$ cat config.mk
export PLATFORM = sky130hd
export DESIGN_NAME = cpu_clk_stop
export DESIGN_NICKNAME = d
export VERILOG_FILES = /design/src/rtl/cpu_clk_stop_pkg.sv /design/src/rtl/stop_synchronizer.sv /design/src/rtl/phase_timer.sv /design/src/rtl/pair_gate.sv /design/src/rtl/cpu_clk_stop.sv
export SDC_FILE = /design/constraint.sdc
export NUM_CORES = 1
export LEC_CHECK = 0
export BUFFER_PORTS_ARGS = -buffer_cell sky130_fd_sc_hd__buf_2
export CAP_MARGIN = 20
export CORE_AREA = 2 2 39 41
export DETAILED_ROUTE_END_ITERATION = 10
export DIE_AREA = 0 0 41 43
export SYNTH_ARGS = -nofsm -noshare
export SYNTH_HDL_FRONTEND = slang
export SYNTH_SLANG_ARGS = --single-unit
export TNS_END_PERCENT = 20
$ cat constraint.sdc
create_clock -name src_clk -period 1.17 [get_ports src_clk]
set_input_delay 0.117 -clock src_clk [delete_from_list [all_inputs] [get_ports src_clk]]
set_output_delay 0.117 -clock src_clk [all_outputs]
set_load 0.05 [all_outputs]
$ cat src/rtl/cpu_clk_stop_pkg.sv
package cpu_clk_stop_pkg;

  // one differential output pair
  typedef struct packed {
    logic t;
    logic c;
  } diff_pair_t;

  // width of a counter that must hold values 0 .. n-1
  function automatic int cnt_width(input int n);
    return (n > 1) ? $clog2(n) : 1;
  endfunction

endpackage

$ cat src/rtl/stop_synchronizer.sv
module stop_synchronizer #(
  parameter int STAGES = 2
) (
  input  logic clk,
  input  logic rst,
  input  logic async_n,
  output logic stop_req
);

  logic [STAGES-1:0] chain;

  // reset loads "not stopped" (high) into every stage
  always_ff @(posedge clk) begin
    if (rst) chain <= '1;
    else     chain <= {chain[STAGES-2:0], async_n};
  end

  assign stop_req = ~chain[STAGES-1];

  generate
    if (STAGES == 2) begin : g_chk
      logic [1:0] age;
      always_ff @(posedge clk) begin
        if (rst)           age <= 2'd0;
        else if (age != 2) age <= age + 2'd1;
      end
      // request seen by gating equals pin level two edges earlier
      assert_sync_depth_R4: assert property (@(posedge clk) disable iff (rst)
        (age == 2'd2) |-> (stop_req == !$past(async_n, 2)));
    end
  endgenerate

endmodule

$ cat src/rtl/phase_timer.sv
module phase_timer
  import cpu_clk_stop_pkg::*;
#(
  parameter int HALF_CYCLES = 2
) (
  input  logic clk,
  input  logic rst,
  output logic boundary
);

  localparam int CW = cnt_width(HALF_CYCLES);
  localparam logic [CW-1:0] LAST = CW'(HALF_CYCLES - 1);

  logic [CW-1:0] cnt;

  always_ff @(posedge clk) begin
    if (rst)               cnt <= '0;
    else if (cnt == LAST)  cnt <= '0;
    else                   cnt <= cnt + 1'b1;
  end

  assign boundary = (cnt == LAST);

  // count never leaves its range
  assert_cnt_range_R5: assert property (@(posedge clk) disable iff (rst)
    cnt <= LAST);

endmodule

$ cat src/rtl/pair_gate.sv
module pair_gate
  import cpu_clk_stop_pkg::*;
(
  input  logic       clk,
  input  logic       rst,
  input  logic       boundary,
  input  logic       stop_req,
  output diff_pair_t pair
);

  diff_pair_t q;

  always_ff @(posedge clk) begin
    if (rst) begin
      q.t <= 1'b0;
      q.c <= 1'b1;
    end else if (boundary && !(stop_req && q.t)) begin
      q.t <= ~q.t;
      q.c <= q.t;
    end
  end

  assign pair = q;

  // complement mirrors true output
  assert_inverse_R3: assert property (@(posedge clk) disable iff (rst)
    q.c != q.t);
  // nothing moves between boundaries
  assert_boundary_only_R9: assert property (@(posedge clk) disable iff (rst)
    !boundary |=> $stable(q.t));
  // a parked high true output stays high while stopped
  assert_park_high_R1: assert property (@(posedge clk) disable iff (rst)
    (boundary && stop_req && q.t) |=> q.t);
  // a low phase under stop still ends with a rise
  assert_no_short_low_R6: assert property (@(posedge clk) disable iff (rst)
    (boundary && stop_req && !q.t) |=> q.t);
  // release at a boundary with true high gives a fall
  assert_restart_fall_R7: assert property (@(posedge clk) disable iff (rst)
    (boundary && !stop_req && q.t) |=> !q.t);

endmodule

$ cat src/rtl/cpu_clk_stop.sv
module cpu_clk_stop
  import cpu_clk_stop_pkg::*;
#(
  parameter int NUM_PAIRS   = 3,
  parameter int HALF_CYCLES = 2,
  parameter int SYNC_STAGES = 2
) (
  input  logic                 src_clk,
  input  logic                 rst,
  input  logic                 stop_n,
  output logic [NUM_PAIRS-1:0] clk_t,
  output logic [NUM_PAIRS-1:0] clk_c
);

  logic stop_req;
  logic boundary;

  stop_synchronizer #(.STAGES(SYNC_STAGES)) u_sync (
    .clk      (src_clk),
    .rst      (rst),
    .async_n  (stop_n),
    .stop_req (stop_req)
  );

  phase_timer #(.HALF_CYCLES(HALF_CYCLES)) u_timer (
    .clk      (src_clk),
    .rst      (rst),
    .boundary (boundary)
  );

  generate
    for (genvar g = 0; g < NUM_PAIRS; g++) begin : g_pair
      diff_pair_t p;
      pair_gate u_gate (
        .clk      (src_clk),
        .rst      (rst),
        .boundary (boundary),
        .stop_req (stop_req),
        .pair     (p)
      );
      assign clk_t[g] = p.t;
      assign clk_c[g] = p.c;
    end
  endgenerate

  // all pairs run in lockstep
  assert_pairs_equal_R2: assert property (@(posedge src_clk) disable iff (rst)
    (clk_t == {NUM_PAIRS{clk_t[0]}}) && (clk_c == {NUM_PAIRS{clk_c[0]}}));

endmodule

Yosys cells after proc, flatten, opt, wreduce, memory -nomap -nowiden

Index checks and enable logic that the tools add are counted.

Register bits after elaboration: 9
Bits of input ports: 3
Output and inout bits: 6
Logic and storage cells: 23

$add $sub $neg: 1
Bitwise operators: 4
Reductions and logical operators: 10

Operators by type and width:

| kind                | count |
|---|---|
| $logic_and 1x1->1   | 6 |
| $not 1->1           | 4 |
| $logic_not 1->1     | 3 |
| $reduce_or 2->1     | 1 |
| $add 1x1->1 const B | 1 |

Logic depth before layout (Yosys ltp)

Word-level depth: 4
Mapped depth: 3
Mapped depth without buffers: 2

By module

Synthesis repeated with hierarchy kept, for this count alone.

Cell total of the unflattened synthesis: 28
Area, all modules: 305.3 µm²

Modules (own cells, without submodules):

| module            | times used | cells an instance | area an instance (µm²) |
|---|---|---|---|
| pair_gate         | 3          | 7                 | 75.1 |
| stop_synchronizer | 1          | 5                 | 56.3 |
| phase_timer       | 1          | 2                 | 23.8 |

Worst setup path before layout

OpenSTA, ideal clock, no wires.

Kind: register to register
Start point: reg g_pair[0].u_gate.q (netlist bit g_pair[0].u_gate.pair[1])
End point: reg g_pair[0].u_gate.q (netlist bit g_pair[0].u_gate.pair[0])
Data arrival time: 999 ps
Data required time: 1,050 ps
Setup slack: 51 ps
Stages on the path, launching flop included: 3
Path buffers: 0
Period minus slack after synthesis: 1,119 ps
Cells stage by stage: dfxtp_1 -> or3b_1 -> o31a_1

Word-level cells in the longest chain between the ends: 3

Ends and longest elaborated chain:

| element           | line            | text |
|---|---|---|
| start, declared   | pair_gate.sv:11 | `diff_pair_t q;` |
| $logic_and 1x1->1 | pair_gate.sv:17 | `end else if (boundary && !(stop_req && q.t)) begin` |
| $logic_not 1->1   | pair_gate.sv:17 |  |
| $logic_and 1x1->1 | pair_gate.sv:17 |  |

Parallel ways exist; a longest one is shown, timed or not.
A chain may end at the register's enable or synchronous reset.

Worst setup path after layout

Start point: reg g_pair[1].u_gate.q (netlist bit g_pair[1].u_gate.pair[1])
End point: out clk_t[1]

RTL lines:

| element         | line               | text |
|---|---|---|
| start, declared | pair_gate.sv:11    |  |
| end, declared   | cpu_clk_stop.sv:11 | `output logic [NUM_PAIRS-1:0] clk_t,` |

No word-level cell between the ends.

==> impl_metrics.env <==
export IMPL_status="completed"
export IMPL_vias=228
export IMPL_min_from="stop_n"
export IMPL_holdCritPathClass="input pin to register"
export IMPL_relSlewSlack_pct=74.8
export IMPL_synth_cell_types=9
export IMPL_rsz0062_at_grt="false"
export IMPL_gp_congestion=0.675
export IMPL_fin_ws_ps=121
export IMPL_root_buffer="clkbuf_4"
export IMPL_cp_cell_sequence="buf_2"
export IMPL_drt_iter0_drc=3
export IMPL_cpPeakStageDelay_ps=380
export IMPL_p_per_area_nw_per_um2=1830
export IMPL_die_width_um=41
export IMPL_fp_row_count=14
export IMPL_routed_wl_um=529
export IMPL_syn_avg_cell_area_um2=11.9
export IMPL_yosys_warnings=0
export IMPL_grt_max_degree=13
export IMPL_cts_resized=0
export IMPL_antenna_found_initial=0
export IMPL_crit_fanout=4
export IMPL_synth_fp_nets=30
export IMPL_fin_setup_tns_ps=0
export IMPL_cap_violations=0
export IMPL_antenna_cells=0
export IMPL_die_h_um=43
export IMPL_peakVddDrop_mv=0.864
export IMPL_critical_path_top_delay_family="flip-flops"
export IMPL_hold_violations=0
export IMPL_clockBufferDepth=2
export IMPL_path_clk_slew_ps=60
export IMPL_required_ps=1050
export IMPL_grt_pass1_vias=177
export IMPL_crit_path_top_delay_cell="dfxtp_1"
export IMPL_synth_seq_cells=9
export IMPL_clock_sinks=9
export IMPL_tightestPinTransition_ps=378
export IMPL_pin_count=9
export IMPL_postCtsSetupRepairBufs=0
export IMPL_hold_ws_ps=43.1
export IMPL_p_leak_nw=0.154
export IMPL_clk_latency_ps=260
export IMPL_initial_utilization_pct=23.1
export IMPL_portBuffers=8
export IMPL_nFillCells=151
export IMPL_drc_errors=0
export IMPL_avgRoutedWirePerCell_um=9.98
export IMPL_startpoint="g_pair[1].u_gate.pair[1]"
export IMPL_hpwl_um=355
export IMPL_synthCells=27
export IMPL_nets=41
export IMPL_die_area_um2=1760
export IMPL_grt_overflow=0
export IMPL_r2r_start="u_timer.boundary"
export IMPL_grt_pass1_wl_um=738
export IMPL_drt_pass1_iter_count=4
export IMPL_cts_tree="yes"
export IMPL_cts_hold_buf=0
export IMPL_drive_gt1_share_pct=43.2
export IMPL_synth_area_um2=320
export IMPL_numCtsBuffers=3
export IMPL_start_kind="register"
export IMPL_path_buf_inv=1
export IMPL_coreArea_um2=1380
export IMPL_cp_arrival_ps=930
export IMPL_seq_area_frac_synth_pct=56.3
export IMPL_fin_skew_ps=5.06
export IMPL_period_needed_ps=1050
export IMPL_finalCritPeriodShare_pct=89.6
export IMPL_fmax_mhz=954
export IMPL_setup_viol=0
export IMPL_worstSetupEndpointType="output pin"
export IMPL_synthToLayoutAreaGrowth_pct=21.9
export IMPL_htree_levels=1
export IMPL_track_usage_pct=6.96
export IMPL_post_place_ws_ps=113
export IMPL_drv_slew=0
export IMPL_ant_nets=0
export IMPL_path_class="register to output pin"
export IMPL_vias_per_cell=4.30
## worst paths after layout
path / cells after the start / endpoint / slack, ps
max: 1 / clk_t[1] / 120
min: 2 / u_sync.chain[0] / 40
max reg2reg: 2 / g_pair[0].u_gate.pair[1] / 120
min reg2reg: 1 / u_sync.chain[1] / 410
## per-stage QoR
stage | instances | area (um^2) | total power (W) | util, %
2_1_floorplan | 27 | 320 | 0.000461 | -
3_3_place_gp | 49 | 364 | 0.000483 | 26.3
3_5_place_dp | 49 | 364 | 0.000485 | 26.3
4_1_cts | 53 | 390 | 0.000725 | 28.2
5_1_grt | 53 | 390 | 0.000746 | 28.2
6_report | 53 | 390 | 0.000713 | 28.2
## cell usage in the layout, fill, tap and decap left out
cell | synthesis | layout
a211oi_2 | 3 | 3
and2_0 | 1 | 1
buf_2 | 1 | 8
clkbuf_1 | 0 | 1
clkbuf_4 | 0 | 3
dfxtp_1 | 9 | 9
nor2_1 | 4 | 4
o31a_1 | 3 | 3
or2_2 | 2 | 2
or3b_1 | 3 | 3
## per-layer routing
| layer | up-vias | GRT usage, % | share of wire [%] |
|---|---|---|---|
| met5 | - | 0 | 0 |
| met4 | 0 | 4.00 | 0 |
| met3 | 0 | 7.85 | 16 |
| met2 | 11 | 6.56 | 36 |
| met1 | 102 | 8.82 | 48 |
| li1 | 115 | - | - |
## synthesized netlist by cell type
cell	number	area share [%]
a211oi_2	3	12
and2_0	1	2.0
buf_2	1	1.6
buf_6	1	3.5
dfxtp_1	9	56
nor2_1	4	4.7
o31a_1	3	8.2
or2_2	2	3.9
or3b_1	3	8.2
## registers in the layout, summed over array words and instances, names as in the netlist
name / count
u_sync.chain: 2
g_pair.u_gate.pair: 6
u_timer.boundary: 1
## cell families (layout without fill, tap and decap cells)
| logic type | count (synthesis) | after routing | synth area share, % |
|---|---|---|---|
| buffers and inverters | 2 | 12 | 5.08 |
| DFF | 9 | 9 | 56.2 |
| and+or+nand+nor | 10 | 10 | 18.8 |
| AOI/OAI and AO/OA | 6 | 6 | 19.9 |
## final cells by class
cell class | instances | area, um^2 | area share [%]
flip-flops and latches | 9 | 180 | 46.2
multi-input cells | 16 | 124 | 31.7
repair buffers | 8 | 40.0 | 10.3
clock buffers | 4 | 26.3 | 6.73
well taps | 16 | 20.0 | 5.13
## power by group
group	internal, W	switching (W)
clock network	0.000131	0.000105
logic	0.0000364	0.0000918
registers	0.000331	0.0000183
No activity file was read; power rests on OpenSTA's default activity.
